==> src/rtl/sem_pkg.sv <==
package sem_pkg;

   typedef enum logic [1:0] {
      OWN_NONE  = 2'd0,
      OWN_LEFT  = 2'd1,
      OWN_RIGHT = 2'd2
   } owner_e;

   // pend marks a claim from the port that is not the owner
   typedef struct packed {
      owner_e owner;
      logic   pend;
   } flag_t;

   function automatic flag_t flag_next(flag_t cur,
                                       logic lreq, logic lrel,
                                       logic rreq, logic rrel);
      flag_t nxt;
      nxt = cur;
      case (cur.owner)
         OWN_NONE: begin
            if (lreq) begin
               nxt.owner = OWN_LEFT;
               nxt.pend  = rreq;
            end else if (rreq) begin
               nxt.owner = OWN_RIGHT;
               nxt.pend  = 1'b0;
            end
         end
         OWN_LEFT: begin
            if (lrel) begin
               nxt.owner = (cur.pend || rreq) ? OWN_RIGHT : OWN_NONE;
               nxt.pend  = 1'b0;
            end else if (rreq) begin
               nxt.pend = 1'b1;
            end else if (rrel) begin
               nxt.pend = 1'b0;
            end
         end
         OWN_RIGHT: begin
            if (rrel) begin
               nxt.owner = (cur.pend || lreq) ? OWN_LEFT : OWN_NONE;
               nxt.pend  = 1'b0;
            end else if (lreq) begin
               nxt.pend = 1'b1;
            end else if (lrel) begin
               nxt.pend = 1'b0;
            end
         end
         default: begin
            nxt.owner = OWN_NONE;
            nxt.pend  = 1'b0;
         end
      endcase
      return nxt;
   endfunction

endpackage

==> src/rtl/sem_port_decode.sv <==
module sem_port_decode #(
   parameter int NUM_FLAGS = 8,
   parameter int ADDR_W    = 8,
   parameter int DATA_W    = 8,
   localparam int SEL_W    = $clog2(NUM_FLAGS)
) (
   input  logic                 sem_n,
   input  logic                 ce_n,
   input  logic                 we_n,
   input  logic                 be0_n,
   input  logic [ADDR_W-1:0]    addr,
   input  logic [DATA_W-1:0]    wdata,
   output logic                 acc_rd,
   output logic [SEL_W-1:0]     idx,
   output logic [NUM_FLAGS-1:0] req,
   output logic [NUM_FLAGS-1:0] rel
);
   logic acc, acc_wr;
   logic unused_bits;

   assign acc    = ~sem_n & ~ce_n & ~be0_n;
   assign acc_rd = acc & we_n;
   assign acc_wr = acc & ~we_n;
   assign idx    = addr[SEL_W-1:0];
   assign unused_bits = ^{addr, wdata};

   for (genvar i = 0; i < NUM_FLAGS; i++) begin : g_dec
      logic hit;
      assign hit    = acc_wr && (idx == SEL_W'(i));
      assign req[i] = hit & ~wdata[0];
      assign rel[i] = hit &  wdata[0];
   end
endmodule

==> src/rtl/sem_flag_cell.sv <==
module sem_flag_cell
   import sem_pkg::*;
(
   input  logic clk,
   input  logic rst_n,
   input  logic req_l,
   input  logic rel_l,
   input  logic req_r,
   input  logic rel_r,
   output logic view_l,
   output logic view_r
);
   flag_t cur_q, nxt;

   assign nxt = flag_next(cur_q, req_l, rel_l, req_r, rel_r);

   always_ff @(posedge clk) begin
      if (!rst_n) begin
         cur_q.owner <= OWN_NONE;
         cur_q.pend  <= 1'b0;
      end else begin
         cur_q <= nxt;
      end
   end

   assign view_l = (cur_q.owner != OWN_LEFT);
   assign view_r = (cur_q.owner != OWN_RIGHT);

   assert_pend_owned_R7: assert property (@(posedge clk) disable iff (!rst_n)
      cur_q.pend |-> cur_q.owner != OWN_NONE);

   assert_hold_left_R9: assert property (@(posedge clk) disable iff (!rst_n)
      (cur_q.owner == OWN_LEFT && !rel_l) |=> cur_q.owner == OWN_LEFT);

   assert_hold_right_R9: assert property (@(posedge clk) disable iff (!rst_n)
      (cur_q.owner == OWN_RIGHT && !rel_r) |=> cur_q.owner == OWN_RIGHT);

   assert_handoff_R7: assert property (@(posedge clk) disable iff (!rst_n)
      (cur_q.owner == OWN_LEFT && rel_l && cur_q.pend) |=> cur_q.owner == OWN_RIGHT);

   assert_free_R6: assert property (@(posedge clk) disable iff (!rst_n)
      (cur_q.owner == OWN_RIGHT && rel_r && !cur_q.pend && !req_l)
      |=> cur_q.owner == OWN_NONE);

   assert_tie_left_R8: assert property (@(posedge clk) disable iff (!rst_n)
      (cur_q.owner == OWN_NONE && req_l && req_r)
      |=> (cur_q.owner == OWN_LEFT && cur_q.pend));

   assert_quiet_R2: assert property (@(posedge clk) disable iff (!rst_n)
      !(req_l || rel_l || req_r || rel_r) |=> $stable(cur_q));
endmodule

==> src/rtl/sem_read_port.sv <==
module sem_read_port #(
   parameter int NUM_FLAGS = 8,
   parameter int DATA_W    = 8,
   localparam int SEL_W    = $clog2(NUM_FLAGS)
) (
   input  logic                 clk,
   input  logic                 rst_n,
   input  logic                 acc_rd,
   input  logic [SEL_W-1:0]     idx,
   input  logic [NUM_FLAGS-1:0] view,
   output logic [DATA_W-1:0]    rdata
);
   always_ff @(posedge clk) begin
      if (!rst_n)
         rdata <= '1;
      else if (acc_rd)
         rdata <= {DATA_W{view[idx]}};
      else
         rdata <= '1;
   end

   assert_idle_ones_R2: assert property (@(posedge clk) disable iff (!rst_n)
      !acc_rd |=> &rdata);

   assert_replicated_R5: assert property (@(posedge clk) disable iff (!rst_n)
      acc_rd |=> (&rdata || rdata == '0));
endmodule

==> src/rtl/sem_flag_bank.sv <==
module sem_flag_bank #(
   parameter int NUM_FLAGS = 8,
   parameter int ADDR_W    = 8,
   parameter int DATA_W    = 8
) (
   input  logic              clk,
   input  logic              rst_n,
   input  logic              l_sem_n,
   input  logic              l_ce_n,
   input  logic              l_we_n,
   input  logic              l_be0_n,
   input  logic [ADDR_W-1:0] l_addr,
   input  logic [DATA_W-1:0] l_wdata,
   output logic [DATA_W-1:0] l_rdata,
   input  logic              r_sem_n,
   input  logic              r_ce_n,
   input  logic              r_we_n,
   input  logic              r_be0_n,
   input  logic [ADDR_W-1:0] r_addr,
   input  logic [DATA_W-1:0] r_wdata,
   output logic [DATA_W-1:0] r_rdata
);
   localparam int SEL_W = $clog2(NUM_FLAGS);

   if (NUM_FLAGS < 2 || NUM_FLAGS != (1 << SEL_W)) begin : g_bad_flags
      initial $error("NUM_FLAGS must be a power of two, at least 2");
   end
   if (ADDR_W < SEL_W) begin : g_bad_addr
      initial $error("ADDR_W too narrow for NUM_FLAGS");
   end
   if (DATA_W < 1) begin : g_bad_data
      initial $error("DATA_W must be at least 1");
   end

   logic                 l_acc_rd, r_acc_rd;
   logic [SEL_W-1:0]     l_idx, r_idx;
   logic [NUM_FLAGS-1:0] l_req, l_rel, r_req, r_rel;
   logic [NUM_FLAGS-1:0] view_l, view_r;

   sem_port_decode #(.NUM_FLAGS(NUM_FLAGS), .ADDR_W(ADDR_W), .DATA_W(DATA_W)) i_dec_l (
      .sem_n(l_sem_n), .ce_n(l_ce_n), .we_n(l_we_n), .be0_n(l_be0_n),
      .addr(l_addr), .wdata(l_wdata),
      .acc_rd(l_acc_rd), .idx(l_idx), .req(l_req), .rel(l_rel));

   sem_port_decode #(.NUM_FLAGS(NUM_FLAGS), .ADDR_W(ADDR_W), .DATA_W(DATA_W)) i_dec_r (
      .sem_n(r_sem_n), .ce_n(r_ce_n), .we_n(r_we_n), .be0_n(r_be0_n),
      .addr(r_addr), .wdata(r_wdata),
      .acc_rd(r_acc_rd), .idx(r_idx), .req(r_req), .rel(r_rel));

   for (genvar f = 0; f < NUM_FLAGS; f++) begin : g_flag
      sem_flag_cell i_cell (
         .clk(clk), .rst_n(rst_n),
         .req_l(l_req[f]), .rel_l(l_rel[f]),
         .req_r(r_req[f]), .rel_r(r_rel[f]),
         .view_l(view_l[f]), .view_r(view_r[f]));
   end

   sem_read_port #(.NUM_FLAGS(NUM_FLAGS), .DATA_W(DATA_W)) i_rd_l (
      .clk(clk), .rst_n(rst_n), .acc_rd(l_acc_rd), .idx(l_idx),
      .view(view_l), .rdata(l_rdata));

   sem_read_port #(.NUM_FLAGS(NUM_FLAGS), .DATA_W(DATA_W)) i_rd_r (
      .clk(clk), .rst_n(rst_n), .acc_rd(r_acc_rd), .idx(r_idx),
      .view(view_r), .rdata(r_rdata));

   assert_one_flag_l_R3: assert property (@(posedge clk) disable iff (!rst_n)
      $onehot0(l_req | l_rel));

   assert_one_flag_r_R3: assert property (@(posedge clk) disable iff (!rst_n)
      $onehot0(r_req | r_rel));

   assert_never_shared_R5: assert property (@(posedge clk) disable iff (!rst_n)
      (view_l | view_r) == '1);
endmodule

==> config.mk <==
export PLATFORM = sky130hd
export DESIGN_NAME = sem_flag_bank
export DESIGN_NICKNAME = d
export VERILOG_FILES = /design/src/rtl/sem_pkg.sv /design/src/rtl/sem_port_decode.sv /design/src/rtl/sem_flag_cell.sv /design/src/rtl/sem_read_port.sv /design/src/rtl/sem_flag_bank.sv
export SDC_FILE = /design/constraint.sdc
export NUM_CORES = 1
export LEC_CHECK = 0
export BUFFER_PORTS_ARGS = -buffer_cell sky130_fd_sc_hd__buf_2
export CAP_MARGIN = 40
export CORE_UTILIZATION = 45
export CTS_CLUSTER_DIAMETER = 80
export CTS_CLUSTER_SIZE = 12
export DETAILED_ROUTE_END_ITERATION = 10
export HOLD_SLACK_MARGIN = 0.1
export PLACE_DENSITY = 0.71
export SLEW_MARGIN = 25
export SYNTH_ARGS = -nofsm -noshare
export SYNTH_HDL_FRONTEND = slang
export SYNTH_HIERARCHICAL = 1
export SYNTH_SLANG_ARGS = --single-unit
==> constraint.sdc <==
create_clock -name clk -period 2.3 [get_ports clk]
set_clock_uncertainty 0.2 [all_clocks]
set_input_delay 0.46 -clock clk [delete_from_list [all_inputs] [get_ports clk]]
set_output_delay 0.46 -clock clk [all_outputs]
set_load 0.02 [all_outputs]
Yosys cells after proc, flatten, opt, wreduce, memory -nomap -nowiden
Cells that the tools add are included.

Flip-flop bits (word level): 26. Bits of input ports: 42.

Magnitude comparators: 2. Equality and inequality tests: 86. Bitwise gates (word level): 50. Reductions and logical operators: 60. Mux-type cells: 108.

Operators with widths (count): $pmux 3 s3 (8); $ne 4x1->1 const B (16); $mux 1 (58); $mux 2 (24); $mux 3 (16); $ne 2x1->1 const B (24); $reduce_and 3->1 (16); $and 1x1->1 (40); $eq 3x3->1 const B (8); $ne 3x1->1 const B (8); $eq 2x1->1 const B (8); $eq 2x2->1 const B (8); $logic_and 1x1->1 (16); $logic_not 2->1 (8); $logic_or 1x1->1 (16); $ne 2x2->1 const B (8); $eq 3x2->1 const B (4); $not 1->1 (10); $lt 3x4->1 const B (2); $bmux 1 s3 (2); $eq 3x1->1 const B (2); $logic_not 3->1 (2); $reduce_and 2->1 (2).

Longest topological paths before layout
Gate-level depths: netlist of run 1.

Depth after elaboration: 10. Gate-level depth with buffers: 6. Depth with buffers taken out: 5.

By module
Netlist of run 1, hierarchy kept.

Modules (own cells, without submodules): sem_flag_cell (seq. area each 60.1 um2, cells each 26, times used 8, area an instance 212.7 um2); sem_port_decode (seq. area each 0.0 um2, cells each 33, times used 2, area an instance 274.0 um2); sem_read_port (seq. area each 20.0 um2, cells each 15, times used 2, area an instance 145.1 um2).

Least setup slack after synthesis of run 1
OpenSTA, ideal clock, no wires.

Path kind: input-to-reg. From: in r_we_n. To: reg g_flag[7].i_cell/cur_q[2] in the netlist's numbering. Cell stages on the path: 6. Library setup time: 58 ps. Buffers on the path: 1. Data arrival time: 2177 ps. Setup slack: -134 ps. Data required time: 2042 ps. Cells stage by stage: or4b_1 buf_2 nor3_1 or3b_2 a21oi_1 o21a_1.

Cells in the longest elaborated chain, start to end: 8.

RTL lines: from (decl) (RTL line sem_flag_bank.sv:17) `input logic r_we_n,`; $not 1->1 (*) (RTL line sem_port_decode.sv:23) `assign acc_wr = acc & ~we_n;`; $and 1x1->1 (*) (RTL line sem_port_decode.sv:23); $logic_and 1x1->1 (*) (RTL line sem_port_decode.sv:29) `assign hit = acc_wr && (idx == SEL_W'(i));`; $and 1x1->1 (*) (RTL line sem_port_decode.sv:30) `assign req[i] = hit & ~wdata[0];`; via r_req[7] (RTL line sem_flag_bank.sv:37) `logic [NUM_FLAGS-1:0] l_req, l_rel, r_req, r_rel;`; $logic_or 1x1->1 (RTL line sem_pkg.sv:32) `nxt.owner = (cur.pend || rreq) ? OWN_RIGHT : OWN_NONE;`; $mux 2 (RTL line sem_pkg.sv:32); $mux 2 (RTL line sem_pkg.sv:31) `if (lrel) begin`; $pmux 3 s3 (RTL line sem_pkg.sv:20) `case (cur.owner)`; to (signal assigned) (RTL line sem_flag_cell.sv:22) `cur_q <= nxt;`; to (decl) (RTL line sem_flag_cell.sv:13) `flag_t cur_q, nxt;`.

The timed path passes the listed nets; every way through them passes the cells marked *. The select of a mux whose other input is x is not followed. A chain may end at the register's enable or synchronous reset.

Worst setup path after layout of run 1
From: in l_we_n. To: reg g_flag[0].i_cell/cur_q[1] in the netlist's numbering.

Cells in the longest elaborated chain, start to end: 8.

RTL lines: from (decl) (RTL line sem_flag_bank.sv:10) `input logic l_we_n,`; $not 1->1 (*) (RTL line sem_port_decode.sv:23); $and 1x1->1 (*) (RTL line sem_port_decode.sv:23); $logic_and 1x1->1 (*) (RTL line sem_port_decode.sv:29); $and 1x1->1 (*) (RTL line sem_port_decode.sv:30); via l_req[0] (RTL line sem_flag_bank.sv:37); $logic_or 1x1->1 (RTL line sem_pkg.sv:42) `nxt.owner = (cur.pend || lreq) ? OWN_LEFT : OWN_NONE;`; $mux 1 (RTL line sem_pkg.sv:42); $mux 2 (RTL line sem_pkg.sv:41) `if (rrel) begin`; $pmux 3 s3 (RTL line sem_pkg.sv:20); to (signal assigned) (RTL line sem_flag_cell.sv:22); to (decl) (RTL line sem_flag_cell.sv:13).

Marks and branches as above.

==> impl_metrics.json, run 1 <==
{
  "worst_pin_slew_ps": 554,
  "cp_num_buf_inv": 1,
  "critical-path-slowest-cell": "or4_4",
  "clock_latency_ps": 270,
  "start_util": 0.482,
  "worstPathRequired_ps": 2310,
  "synth-seq-area-share": 0.205,
  "grt_overflow_total": 0,
  "critPathMostFrequentCell": "a21oi_1",
  "crit_chain": "buf_2, or4_4, nor4_4, a21oi_1, or3b_2, a21oi_1",
  "synth_common_cells": "dfxtp_1, a21oi_1, buf_4, nand2b_1",
  "max_stage_delay_ps": 640,
  "drt-wirelength-per-cell_um": 14.5,
  "grt_max_degree": 19,
  "syn_avg_cell_area_um2": 8.36,
  "synth-simple-area-share": 0.408,
  "cts_setup_buffers": 0,
  "die_y_um": 77.1,
  "synthCells": 304,
  "h-tree-depth": 1,
  "yosysWarnings": 6,
  "clk_pin_slew_ps": 90,
  "fmax_ghz": 0.446,
  "clock-sinks": 26,
  "syn_nets": 346,
  "ioPinCount": 58,
  "final_max_slew_viol_count": 0,
  "cts_tree": "built",
  "drt_wl_total_mm": 6.04,
  "drt_iter0_markers": 132,
  "dieArea_um2": 5950,
  "synth_compound_gate_area_share": 0.201,
  "cts_buffer_depth": 2,
  "synth_area_um2": 2540,
  "synthXorXnorAreaFrac": 0,
  "layout-drive-gt1-share": 0.370,
  "powerDensity_nw_per_um2": 285,
  "grt_usage": 0.208,
  "path_max_fanout": 8,
  "port_buffers": 33,
  "hold_class": "input port to flop",
  "end_kind": "flop",
  "die_width_um": 77.1,
  "cts_root_buf": "clkbuf_8",
  "finalNonFillerCells": 416,
  "numCtsBuffers": 3,
  "finalWorstSetupSlack_ps": 57.4,
  "placement_rows": 26,
  "synth_most_common_cell": "dfxtp_1",
  "yosysTopAreaCell": "dfxtp_1",
  "syn_to_final_growth_pct": 16.6,
  "dp.cells": 410,
  "post_drt_via_cell_ratio": 5.60,
  "status": "finished, final reports clean",
  "p_leak_uw": 0.00105,
  "post_cts_resized": 0,
  "hold_viol": 0,
  "dp_hpwl_mm": 4.54,
  "grt_pass1_wl_mm": 10.1,
  "ys.flop_type": "dfxtp_1",
  "synthAdderAreaFrac": 0,
  "path_delay_family": "simple AND/OR/NAND/NOR gates",
  "grt_pass1_vias": 2213,
  "diodes": 0,
  "vias": 2330,
  "holdBufCountCts": 0,
  "synth_top_cell_area_share": 0.205,
  "antenna_found_initial": 0,
  "core_um2": 5270,
  "dp_slack_ps": -208,
  "fill_cells": 503,
  "place_congestion": 0.800,
  "async_flop_share": 0,
  "setup_viol": 0,
  "rr_startpoint": "g_flag[5].i_cell/cur_q[2]",
  "rsz0062_at_grt": "false",
  "drtPass1Iterations": 4,
  "drc": 0,
  "path_class": "input port to flop",
  "max_slew_margin": 0.630,
  "synth_edf_count": 0,
  "synth_top_cells_by_area": "dfxtp_1, buf_4, a211o_1, or3b_2, nand2b_1",
  "drv_cap": 0,
  "crit_arrival_ps": 2250,
  "synthDistinctLibCells": 31,
  "synth_top_family_by_area": "simple AND/OR/NAND/NOR gates",
  "min_period_over_period": 0.975,
  "ys_ff_latch": 26,
  "finalCriticalPeriod_ps": 2240,
  "vdd_drop_max_v": 0.000244,
  "critPathLaunchType": "input port",
  "fin_nets": 390,
  "postRouteAntennaNets": 0,
  "synth.mux.area_fraction": 0.0493,
  "min_from": "r_sem_n",
  "crit_start": "l_we_n"
}
==> worst min-delay path, stage by stage <==
cell and delay (ps):
buf_2 90, nor4b_1 50, nand3_1 60
==> cells in the final DEF (no fill, tap or decap), types with 8 or more instances in the layout <==
master / instances
a211o_1: 16
a21oi_1: 24
a31oi_1: 8
buf_2: 33
buf_4: 47
dfxtp_1: 26
inv_1: 8
mux2i_1: 8
nand2_1: 10
nand2b_1: 20
nor2_1: 12
nor2b_1: 16
nor3_2: 9
nor3b_1: 16
o211ai_1: 8
o21a_1: 8
o21ai_0: 16
or3b_1: 8
or3b_2: 16
==> per-stage QoR <==
step	util	area [µm²]	power (µW)	TNS, ps	hold WS (ps)
after floorplan	-	2620	547	-96.6	344
after global placement	0.550	2900	588	-2290	426
final	0.562	2960	845	0	216
after CTS	0.557	2940	858	0	202
after global routing	0.562	2960	889	0	206
after detailed placement	0.550	2900	590	-2870	429
==> cell type report <==
class | instances | area, µm² | area share
Tap cell | 70 | 87.6 | 0.0296
Inverter | 8 | 30.0 | 0.0101
Sequential cell | 26 | 520 | 0.176
Timing Repair Buffer | 81 | 538 | 0.182
Multi-Input combinational cell | 228 | 1740 | 0.589
Clock buffer | 3 | 41.3 | 0.0139
==> worst paths after layout <==
| path | slack, ps | cells past startpoint | to |
|---|---|---|---|
| worst min-delay path | 220 | 3 | i_rd_r/rdata[0] |
| worst max register to register | 720 | 4 | i_rd_l/rdata[0] |
| worst max-delay path | 60 | 6 | g_flag[0].i_cell/cur_q[1] |
| worst min register to register | 450 | 2 | g_flag[3].i_cell/cur_q[2] |
==> logic make-up (layout without fill, tap and decap cells) <==
kind of cell           Yosys count  count (layout)
muxes                           10              10
buffers and inverters           50              92
AOI/OAI and AO/OA               80              80
DFF                             26              26
and+or+nand+nor                138             138
==> routing by layer <==
layer | wire length, µm | vias up | share of wire | GRT usage
met5 | 0 | - | 0 | 0
met4 | 29 | 0 | 0.0048 | 0.0396
met3 | 181 | 2 | 0.030 | 0.0333
met2 | 2950 | 41 | 0.49 | 0.367
met1 | 2880 | 1100 | 0.48 | 0.265
li1 | - | 1187 | - | -
==> report_power, final <==
group | switching, µW | internal (µW)
logic | 76.2 | 51.3
registers | 2.44 | 451
clock network | 146 | 118
total | 225 | 620
==> registers in the layout, summed over array words and instances (netlist names) <==
register and count:
i_rd_r/rdata 1, i_rd_l/rdata 1, g_flag.i_cell/cur_q 24
No activity file was read; power rests on OpenSTA's default activity.
==> run 2, diff against run 1 <==
Settings changed: CTS_CLUSTER_SIZE 12 to 8, PLACE_DENSITY 0.71 to 0.7, RECOVER_POWER from default to 50.
==> run 2 against run 1 <==
  * First-iteration DRC count fell by 1.5%
  * Sequential cell count stayed put
  * Total power up 5.6%
  * Wire length rose by 0.91%
  * Clock-buffer cell count is 1 higher
  * Sequential power hardly changed
  * Combinational power about the same
  * Register-to-register slack improved by 20 ps
  * Setup slack improved by 31 ps
  * Largest cell class unchanged
  * Clock power rose by 18%
==> impl_metrics.json, run 2 (synthesis gave the netlist of run 1 again) <==
{
  "final_cell_area_um2": 2950,
  "syn_to_final_growth_pct": 16.1,
  "ioPinCount": 58,
  "post_cts_resized": 0,
  "crit_arrival_ps": 2230,
  "dpl-instance-area_um2": 2920,
  "rr_worst_depth": 4,
  "start_util": 0.482,
  "min_period_over_period": 0.961,
  "drv_cap": 0,
  "clock_latency_ps": 280,
  "fill_cells": 514,
  "crit_start": "l_we_n",
  "postRouteAntennaNets": 0,
  "grt_pass1_wl_mm": 10.6,
  "vias": 2376,
  "grt_pass1_vias": 2269,
  "post_drt_via_cell_ratio": 5.67,
  "layout-drive-gt1-share": 0.330,
  "cts_tree": "built",
  "top_register": "g_flag.i_cell/cur_q",
  "fin_setup_tns_ps": 0,
  "critPathLaunchType": "input port",
  "drt_iter0_markers": 130,
  "diodes": 0,
  "end_kind": "flop",
  "final_max_slew_viol_count": 0,
  "hold_viol": 0,
  "grt_usage": 0.218,
  "fmax_ghz": 0.452,
  "drtPass1Iterations": 4,
  "drc": 0,
  "drt_wl_total_mm": 6.10,
  "place_congestion": 0.910,
  "cts_setup_buffers": 0,
  "dieArea_um2": 5950,
  "rr_endpoint": "i_rd_r/rdata[0]",
  "rsz0062_at_grt": "false",
  "grt_max_degree": 19,
  "max_slew_margin": 0.607,
  "layout_common_cells": "buf_4, dfxtp_1, a21oi_1",
  "numCtsBuffers": 3,
  "cts_buffer_depth": 2,
  "vdd_drop_max_v": 0.000201,
  "clk_pin_slew_ps": 100,
  "finalCriticalPeriod_ps": 2210,
  "setup_viol": 0,
  "status": "finished, final reports clean",
  "die_y_um": 77.1,
  "die_width_um": 77.1,
  "drt-wirelength-per-cell_um": 14.5,
  "grt_overflow_total": 0,
  "hold_ws_ps": 194,
  "final_common_cell": "buf_4",
  "core_um2": 5270,
  "path_class": "input port to flop",
  "finalWorstSetupSlack_ps": 88.6,
  "port_buffers": 33,
  "dp_slack_ps": -192,
  "hold_class": "input port to flop",
  "dp_hpwl_mm": 4.62,
  "h-tree-depth": 1,
  "worstPathRequired_ps": 2320,
  "fin_nets": 392,
  "cts_root_buf": "clkbuf_8",
  "rr_startpoint": "g_flag[2].i_cell/cur_q[1]",
  "path_max_fanout": 8,
  "critPathCapture": "g_flag[7].i_cell/cur_q[1]",
  "largest_reg_flops": 24,
  "r2r_slack_ps": 740,
  "placement_rows": 26,
  "holdBufCountCts": 0,
  "antenna_found_initial": 0,
  "powerDensity_nw_per_um2": 303,
  "worst_pin_slew_ps": 590,
  "top_regs": "g_flag.i_cell/cur_q (24), i_rd_l/rdata (1), i_rd_r/rdata (1)",
  "final_util": 0.559,
  "p_leak_uw": 0.00104,
  "clock-sinks": 26
}
-- run 2: how the worst min path moves through the flow --
| stage | endpoint | from | depth (start not counted) | slack, ps |
|---|---|---|---|---|
| 2_1_floorplan | i_rd_l/rdata[0] | rst_n | 1 | 340 |
| 3_3_place_gp | g_flag[6].i_cell/cur_q[2] | g_flag[6].i_cell/cur_q[2] | 2 | 420 |
| 3_5_place_dp | g_flag[6].i_cell/cur_q[2] | g_flag[6].i_cell/cur_q[2] | 2 | 440 |
| 4_1_cts | i_rd_r/rdata[0] | r_sem_n | 3 | 190 |
| 5_1_grt | i_rd_r/rdata[0] | r_sem_n | 3 | 190 |
| 6_report | i_rd_r/rdata[0] | r_sem_n | 3 | 190 |
-- run 2: routing by layer --
layer  track usage  share of wire
met1         0.283           0.47
met2         0.373           0.49
met3        0.0345          0.033
met4        0.0585          0.010
met5             0              0
-- run 2: per-stage QoR --
stage / total power, µW / instances
global route: 937 / 419
floorplan: 547 / 304
finish: 892 / 419
CTS: 907 / 419
detailed placement: 590 / 415
global placement: 587 / 415
-- run 2: critical path, cell delays in order --
cell and delay, ps:
buf_2 110, or4b_1 520, buf_4 210, nor3_2 300
a21oi_1 60, or3b_2 450, a21oi_1 120
-- run 2: cell type report --
cell class | count | area (µm²) | area share
flip-flops and latches | 26 | 520 | 0.177
clock buffers | 4 | 55.1 | 0.0187
well taps | 70 | 87.6 | 0.0297
multi-input cells | 228 | 1730 | 0.588
inverters | 8 | 30.0 | 0.0102
repair buffers | 83 | 520 | 0.177
-- run 2: where the power goes --
| group | switching (µW) | internal, µW | leakage (µW) |
|---|---|---|---|
| Combinational | 76.6 | 50.6 | 0.000800 |
| Sequential | 2.49 | 451 | 0.000209 |
| Clock | 158 | 154 | 0.0000288 |
